===== config.mk =====
export PLATFORM = sky130hd
export DESIGN_NAME = pkc_ctl_mask
export DESIGN_NICKNAME = d
export VERILOG_FILES = /design/src/rtl/pkc_pkg.sv /design/src/rtl/pkc_ctl_mask.sv
export SDC_FILE = /design/constraint.sdc
export NUM_CORES = 1
export LEC_CHECK = 0
export BUFFER_PORTS_ARGS = -buffer_cell sky130_fd_sc_hd__buf_2
export CAP_MARGIN = 40
export CORE_UTILIZATION = 37
export CTS_CLUSTER_SIZE = 28
export DETAILED_ROUTE_END_ITERATION = 8
export GPL_TIMING_DRIVEN = 1
export PLACE_DENSITY = 0.76
export SLEW_MARGIN = 40
export SYNTH_ARGS = -nofsm -noshare
export SYNTH_HDL_FRONTEND = slang
export SYNTH_SLANG_ARGS = --single-unit
export TNS_END_PERCENT = 5

===== constraint.sdc =====
create_clock -name clk -period 1.2 [get_ports clk]
set_clock_uncertainty 0.15 [all_clocks]
set_input_delay 0.12 -clock clk [delete_from_list [all_inputs] [get_ports clk]]
set_output_delay 0.12 -clock clk [all_outputs]
set_load 0.03 [all_outputs]

===== src/rtl/pkc_pkg.sv =====
package pkc_pkg;
   // access-type field positions are fixed by the mask indexing
   localparam int unsigned ERR_W       = 4;
   localparam int unsigned ERR_WRITE   = 0;
   localparam int unsigned ERR_USER    = 1;
   localparam int unsigned ERR_RSVD    = 2;
   localparam int unsigned ERR_FETCH   = 3;
   localparam int unsigned MASK_SLOTS  = 1 << ERR_W;
   localparam int unsigned SLOT_W      = 2;
   localparam int unsigned MASK_W      = MASK_SLOTS * SLOT_W;

   typedef struct packed {
      logic lma;
      logic uke;
      logic ske;
      logic wp;
   } pkc_ctl_t;
endpackage


===== src/rtl/pkc_ctl_mask.sv =====
module pkc_ctl_mask
   import pkc_pkg::*;
(
   input  logic            clk,
   input  logic            rst_n,
   input  pkc_ctl_t        ctl_in,
   output pkc_ctl_t        ctl_cur,
   output logic [MASK_W-1:0] mask_q,
   output logic            busy
);
   pkc_ctl_t          ctl_used;
   logic [MASK_W-1:0] mask_d;
   logic              enabled;

   assign enabled = ctl_cur.lma & (ctl_cur.uke | ctl_cur.ske);

   genvar s;
   generate
      for (s = 0; s < MASK_SLOTS; s++) begin : g_slot
         localparam logic [ERR_W-1:0] IDX = ERR_W'(s);
         logic chk, wchk;
         assign chk  = enabled & ~IDX[ERR_FETCH] & ~IDX[ERR_RSVD];
         assign wchk = chk & IDX[ERR_WRITE] & (IDX[ERR_USER] | ctl_cur.wp);
         assign mask_d[s*SLOT_W]     = chk;
         assign mask_d[s*SLOT_W + 1] = wchk;
      end
   endgenerate

   always_ff @(posedge clk) begin
      if (!rst_n) begin
         ctl_cur  <= '0;
         ctl_used <= '0;
         mask_q   <= '0;
      end else begin
         ctl_cur  <= ctl_in;
         ctl_used <= ctl_cur;
         mask_q   <= mask_d;
      end
   end

   assign busy = (ctl_cur != ctl_used);
endmodule


Word-level counts from Yosys, hierarchy flattened
Index checks and enable logic that the tools add are counted.

Register bits after elaboration: 38. Output and inout port bits: 37. Input bits: 6. Bits in writable memories: 0. Word-level logic and storage cells: 14. ROM bits: 0. Memories kept: 0. Bits in latches: 0.

$lt $le $gt $ge: 0. Mux-type cells: 0. Div/mod/pow operators: 0. Reductions and logical operators: 0. Bitwise gates (word level): 3. Equality and inequality tests: 1. Multiply operators: 0. $add $sub $neg: 0. Shifts and indexed selects: 0.

Operators with widths (number): $ne 4x4->1 (1); $and 1x1->1 (2); $or 1x1->1 (1).

Depth between registers and ports, before layout
Gate-level depths: netlist of run 1.

Depth after elaboration: 3. Gate-level depth with buffers: 2.

Worst setup path after synthesis of run 1
Ideal clock, no wire load.

Path kind: flip-flop to output port. From: reg ctl_cur[2] (netlist bit). To: out busy. Slack: -0.080 ns. Stages on the path, launching flop included: 3. Data arrival time: 1.010 ns. Buffers on the path: 0. Data required time: 0.930 ns. Cell sequence: dfxtp_1 > xnor2_1 > nand4_1.

Word-level cells in the longest chain between the ends: 1.

RTL lines: start: declaration (RTL line pkc_ctl_mask.sv:7) `output pkc_ctl_t ctl_cur,`; start signal: assignment (RTL line pkc_ctl_mask.sv:35) `ctl_cur <= ctl_in;`; $ne 4x4->1 (RTL line pkc_ctl_mask.sv:41) `assign busy = (ctl_cur != ctl_used);`; end: declaration (RTL line pkc_ctl_mask.sv:9) `output logic busy`.

No other way between the ends.

Worst setup path after layout of run 1
From: reg ctl_cur[0] (netlist bit). To: out busy.

The elaborated chain is that of the path after synthesis.

==> results of run 1 <==
## cell type report
type	instances	area (um2)
fill	139	699
multi-input combinational	41	238
sequential	10	211
timing repair buffer	22	144
clock buffer	3	22.5
tap	15	18.8
## through the flow
stage          std cells  area (um2)  setup TNS (ps)  utilization, %
4_1_cts               91         622           -88.6            46.6
3_5_place_dp          82         519               0            38.9
2_1_floorplan         81         646               0               -
3_3_place_gp          82         519               0            38.9
5_1_grt               91         634            -139            47.6
6_report              91         634           -68.0            47.6
## flip-flops by register name, summed over array words and instances, names as in the netlist
signal	flops
ctl_cur	4
ctl_used	4
mask_q	2
## worst max path at each step
| stage | endpoint | startpoint | slack (ps) | cells past startpoint |
|---|---|---|---|---|
| 3_5_place_dp | busy | ctl_cur[1] | 150 | 3 |
| 3_3_place_gp | busy | ctl_cur[1] | 180 | 3 |
| 4_1_cts | busy | ctl_cur[3] | -90 | 3 |
| 5_1_grt | busy | ctl_used[2] | -140 | 3 |
| 2_1_floorplan | busy | ctl_cur[1] | 40 | 2 |
| 6_report | busy | ctl_cur[0] | -70 | 3 |
## kinds of logic after synthesis
group	count (synthesis)	share of synthesized area, %
AO/OA/AOI/OAI	1	1.83
flip-flops	10	36.6
XOR/XNOR	4	6.41
other	1	0.686
AND/OR/NAND/NOR	10	13.3
buffers and inverters	30	41.2
## power groups by stage
stage	Combinational (mW)	Clock, mW	Sequential (mW)
after CTS	0.216	0.216	0.358
final	0.220	0.203	0.358
after global routing	0.237	0.233	0.360
after global placement	0.188	0	0.366
after detailed placement	0.190	0	0.366
after floorplan	0.215	0	0.381
## synth_stat cells
| cell type | count | area [um2] |
|---|---|---|
| dfxtp_1 | 10 | 200 |
| xnor2_1 | 4 | 35.0 |
| o211a_1 | 1 | 10.0 |
| conb_1 | 1 | 3.75 |
| nand4_1 | 1 | 6.26 |
| and2_1 | 1 | 6.26 |
| and2_2 | 8 | 60.1 |
| buf_4 | 30 | 225 |
## timing repair
item | 4_1_cts | 5_1_grt
endpoints found under the hold margin | 4 | 0
setup buffers | 2 | 0
hold buffers | 4 | 0
pin swaps | 4 | 0
resized for setup | 6 | 4
endpoints found under the setup margin | 1 | 2
## critical path: cells and delay by family, from the launching register on
kind | cells | cell delay [ps]
xor gates and xnor gates | 1 | 110
buffers and inverters | 1 | 160
DFF | 1 | 360
and+or+nand+nor | 1 | 120
## routing by layer
layer	GRT usage, %	vias up	share of wire (%)
li1	-	160	-
met3	3.89	4	11
met1	8.39	139	30
met4	12.5	0	4.0
met2	19.4	33	54
met5	0	-	0
==> flow_summary_export.csv, run 1 <==
group,metric,value,unit
status,status,"complete, but fails checks",
status,violations,"setup timing",
route,drt_iter0_drc,0,
critical_path,rrSetupSlack,130,ps
min_path,worstHoldPathType,"input port to flip-flop",
final_layout,fin_nets,84,
logic_synthesis,avgSynthCellArea,9.76,um2
global_route,overflow,0,
clocking,clock_sinks,10,
placement,hpwl,547,um
sta,finalCritPeriodShare,106,%
placement,dp_slack,148,ps
sta,setup_ws,-68.0,ps
critical_path,required,930,ps
floorplan,die-height,40.4,um
critical_path,cp.arrival,1000,ps
critical_path,r2r_end,"mask_q[3]",
floorplan,die_w,40.4,um
placement,port_buffers,16,
critical_path,r2r-start,"ctl_cur[2]",
clocking,cts_tree,"built",
final_layout,syn_to_final_growth,16.0,%
power,combPwrFrac,28.2,%
route,vias,336,
placement,place_congestion,0.622,
critical_path,path_class,"flip-flop to output port",
global_route,grt_pass1_vias,277,
global_route,antenna_found_initial,0,
clocking,cts_buffer_depth,2,
logic_synthesis,synth_cell_types,8,
route,drt-total-wl,755,um
clocking,cts_root_buffer,"clkbuf_4",
final_layout,drive_gt1_share,48.7,%
min_path,min_to,"mask_q[2]",
sta,setup_viol,1,
critical_path,worstPathMaxFanout,4,
global_route,grt_max_degree,10,
clocking,path_clk_slew,60,ps
power,p_leak,0.348,nW
logic_synthesis,yosysSeqAreaShare,36.6,%
global_route,grt_usage,11.0,%
power,switching_share,33.8,%
final_layout,antenna_cells,0,
sta,drv_slew,0,
route,avgRoutedWirePerCell,8.30,um
route,dr.pass1.iters,1,
clocking,worstSkewPairLatency,250,ps
clocking,htree_num_levels,1,
floorplan,coreArea,0.00133,mm2
power,clkPwrFrac,26.0,%
critical_path,critPathMaxStageDelay,360,ps
logic_synthesis,yosys_warnings,0,
min_path,worstHoldStart,"rst_n",
critical_path,crit_slowest_cell,"dfxtp_2",
min_path,whs_path_depth,2,
final_layout,final_common_cell,"conb_1",
logic_synthesis,synth-seq-cells,10,
global_route,grt_pass1_wl,1.04,mm
power,p_int,517,uW
logic_synthesis,syn_inst,56,
route,ant_nets,0,
sta,fmax,0.789,GHz
sta,holdWs,40.6,ps
sta,rsz0062_at_grt,"yes",
route,vias_per_cell,3.69,
sta,hold_violations,0,
sta,fin_crit,1270,ps
route,drc,0,
job,maxCapViolCount,0,
critical_path,cp-start-kind,"flip-flop",
floorplan,start_util,41.0,%
floorplan,ioPinCount,43,
power,total_power,781,uW
final_layout,final_cell_mix,"26 x conb_1, 14 x buf_2, 8 x and2_2",
critical_path,end_kind,"output port",
power,seq_power_share,45.8,%
critical_path,worst-r2r-cell-count,3,
logic_synthesis,synth_area,547,um2
floorplan,dieArea,0.00164,mm2
floorplan,rows,13,
power,p_sw,264,uW
power,irDropWorstVdd,0.702,mV
clocking,numCtsBuffers,3,
critical_path,crit_chain,"xnor2_2 -> nand4_1 -> buf_6",
power,powerDensity,1230,mW/mm2
Note: power is estimated with default switching activity, not from simulation.
==> run 2, diff against run 1 <==
- CTS_BUF_LIST: default -> sky130_fd_sc_hd__clkbuf_16
- GPL_ROUTABILITY_DRIVEN: default -> 0
==> flow_summary_export.csv, run 2 (same netlist as run 1, synthesis figures left out) <==
group,metric,value,unit
clocking,cts_root_buffer,"clkbuf_16",
critical_path,required,930,ps
power,clkPwrFrac,49.4,%
power,combPwrFrac,18.9,%
final_layout,final_cell_count_no_fill,90,
power,seq_power_share,31.6,%
sta,setup_ws,-75.3,ps
status,violations,"setup timing",
final_layout,final_cell_mix,"26 x conb_1, 15 x buf_2, 8 x and2_2",
final_layout,syn_to_final_growth,23.6,%
global_route,antenna_found_initial,0,
floorplan,die_w,40.4,um
final_layout,antenna_cells,0,
route,drt_iter0_drc,2,
clocking,cts_tree,"built",
floorplan,coreArea,0.00133,mm2
floorplan,rows,13,
route,drc,0,
placement,dp_cells,82,
final_layout,drive_gt1_share,49.3,%
sta,fin_crit,1280,ps
sta,setup_viol,1,
global_route,grt_pass1_wl,1.15,mm
final_layout,nFillCells,132,
global_route,overflow,0,
route,avgRoutedWirePerCell,9.20,um
floorplan,dieArea,0.00164,mm2
global_route,grt_pass1_vias,273,
final_layout,reg_top3,"ctl_cur (4), ctl_used (4), mask_q (2)",
clocking,worstSkewPairLatency,230,ps
sta,fmax,0.784,GHz
placement,hpwl,547,um
route,vias_per_cell,3.80,
floorplan,die-height,40.4,um
route,dr.pass1.iters,3,
min_path,worstHoldPathType,"input port to flip-flop",
placement,port_buffers,16,
critical_path,cp-start-kind,"flip-flop",
power,p_int,834,uW
sta,hold_violations,0,
critical_path,end_kind,"output port",
critical_path,rrSetupSlack,120,ps
power,p_sw,311,uW
critical_path,path_class,"flip-flop to output port",
job,maxCapViolCount,0,
route,vias,342,
sta,holdWs,60.0,ps
final_layout,final_common_cell,"conb_1",
final_layout,fin_nets,83,
sta,rsz0062_at_grt,"yes",
global_route,grt_max_degree,10,
critical_path,cp.arrival,1010,ps
critical_path,worstPathMaxFanout,4,
clocking,numCtsBuffers,3,
sta,finalCritPeriodShare,106,%
clocking,htree_num_levels,1,
floorplan,start_util,41.0,%
clocking,path_clk_slew,40,ps
route,drt-total-wl,828,um
power,p_leak,0.365,nW
status,status,"complete, but fails checks",
floorplan,ioPinCount,43,
power,switching_share,27.2,%
power,powerDensity,1700,mW/mm2
sta,drv_slew,0,
clocking,clock_sinks,10,
power,irDropWorstVdd,1.34,mV
route,ant_nets,0,
power,total_power,1.15,mW
global_route,grt_usage,12.8,%
clocking,cts_buffer_depth,2,
run 2: changes by cell type in the layout (fill, tap and decap cells not counted):
cell       previous run  this run
buf_2                14        15
dfxtp_1               5         4
dfxtp_4               2         1
clkbuf_16             0         3
dfxtp_2               3         5
clkbuf_4              3         0
buf_4                 3         1
run 2: per-layer routing:
metal / GRT usage [%] / routed length [um] / vias up
met1: 8.42 / 233 / 149
li1: - / - / 155
met5: 0 / 0 / -
met3: 8.33 / 97 / 4
met4: 10.0 / 25 / 0
met2: 23.8 / 472 / 34
run 2: worst max-delay path, stage by stage, from the launching register on:
cell and delay [ps]:
dfxtp_2 350, xnor2_1 120, nand4_1 140, buf_6 160
run 2: worst paths after layout:
| path | depth (start not counted) | from | to |
|---|---|---|---|
| setup / recovery | 3 | ctl_cur[3] | busy |
| hold / removal | 2 | rst_n | mask_q[2] |
| setup reg to reg | 3 | ctl_cur[2] | mask_q[3] |
| hold reg to reg | 1 | ctl_cur[3] | ctl_used[3] |
run 2: layout make-up:
type	instances	area (um2)	area share (%)
tap	15	18.8	2.78
multi-input combinational	41	238	35.2
clock buffer	3	75.1	11.1
timing repair buffer	21	134	19.8
sequential	10	210	31.1
run 2: what timing repair did:
item | CTS | global route
endpoints found under the setup margin | 1 | 1
pin swaps | 3 | 2
buffers inserted | 1 | 0
hold endpoints to repair | 4 | 0
hold buffers | 4 | 0
resized for setup | 5 | 3
cloned | 0 | 0
run 2: through the flow:
stage | util [%] | setup slack (ps) | TNS, ps | area [um2]
2_1_floorplan | - | 41.6 | 0 | 646
5_1_grt | 50.7 | -123 | -123 | 676
3_5_place_dp | 38.9 | 148 | 0 | 519
3_3_place_gp | 38.9 | 182 | 0 | 519
6_report | 50.7 | -75.3 | -75.3 | 676
4_1_cts | 49.8 | -93.4 | -93.4 | 664
run 2: power groups by stage:
stage / clock network [mW] / logic, mW / registers [mW]
after global placement: 0 / 0.188 / 0.366
after floorplan: 0 / 0.215 / 0.381
after detailed placement: 0 / 0.190 / 0.366
final: 0.566 / 0.217 / 0.362
after global routing: 0.594 / 0.233 / 0.364
after CTS: 0.576 / 0.213 / 0.363
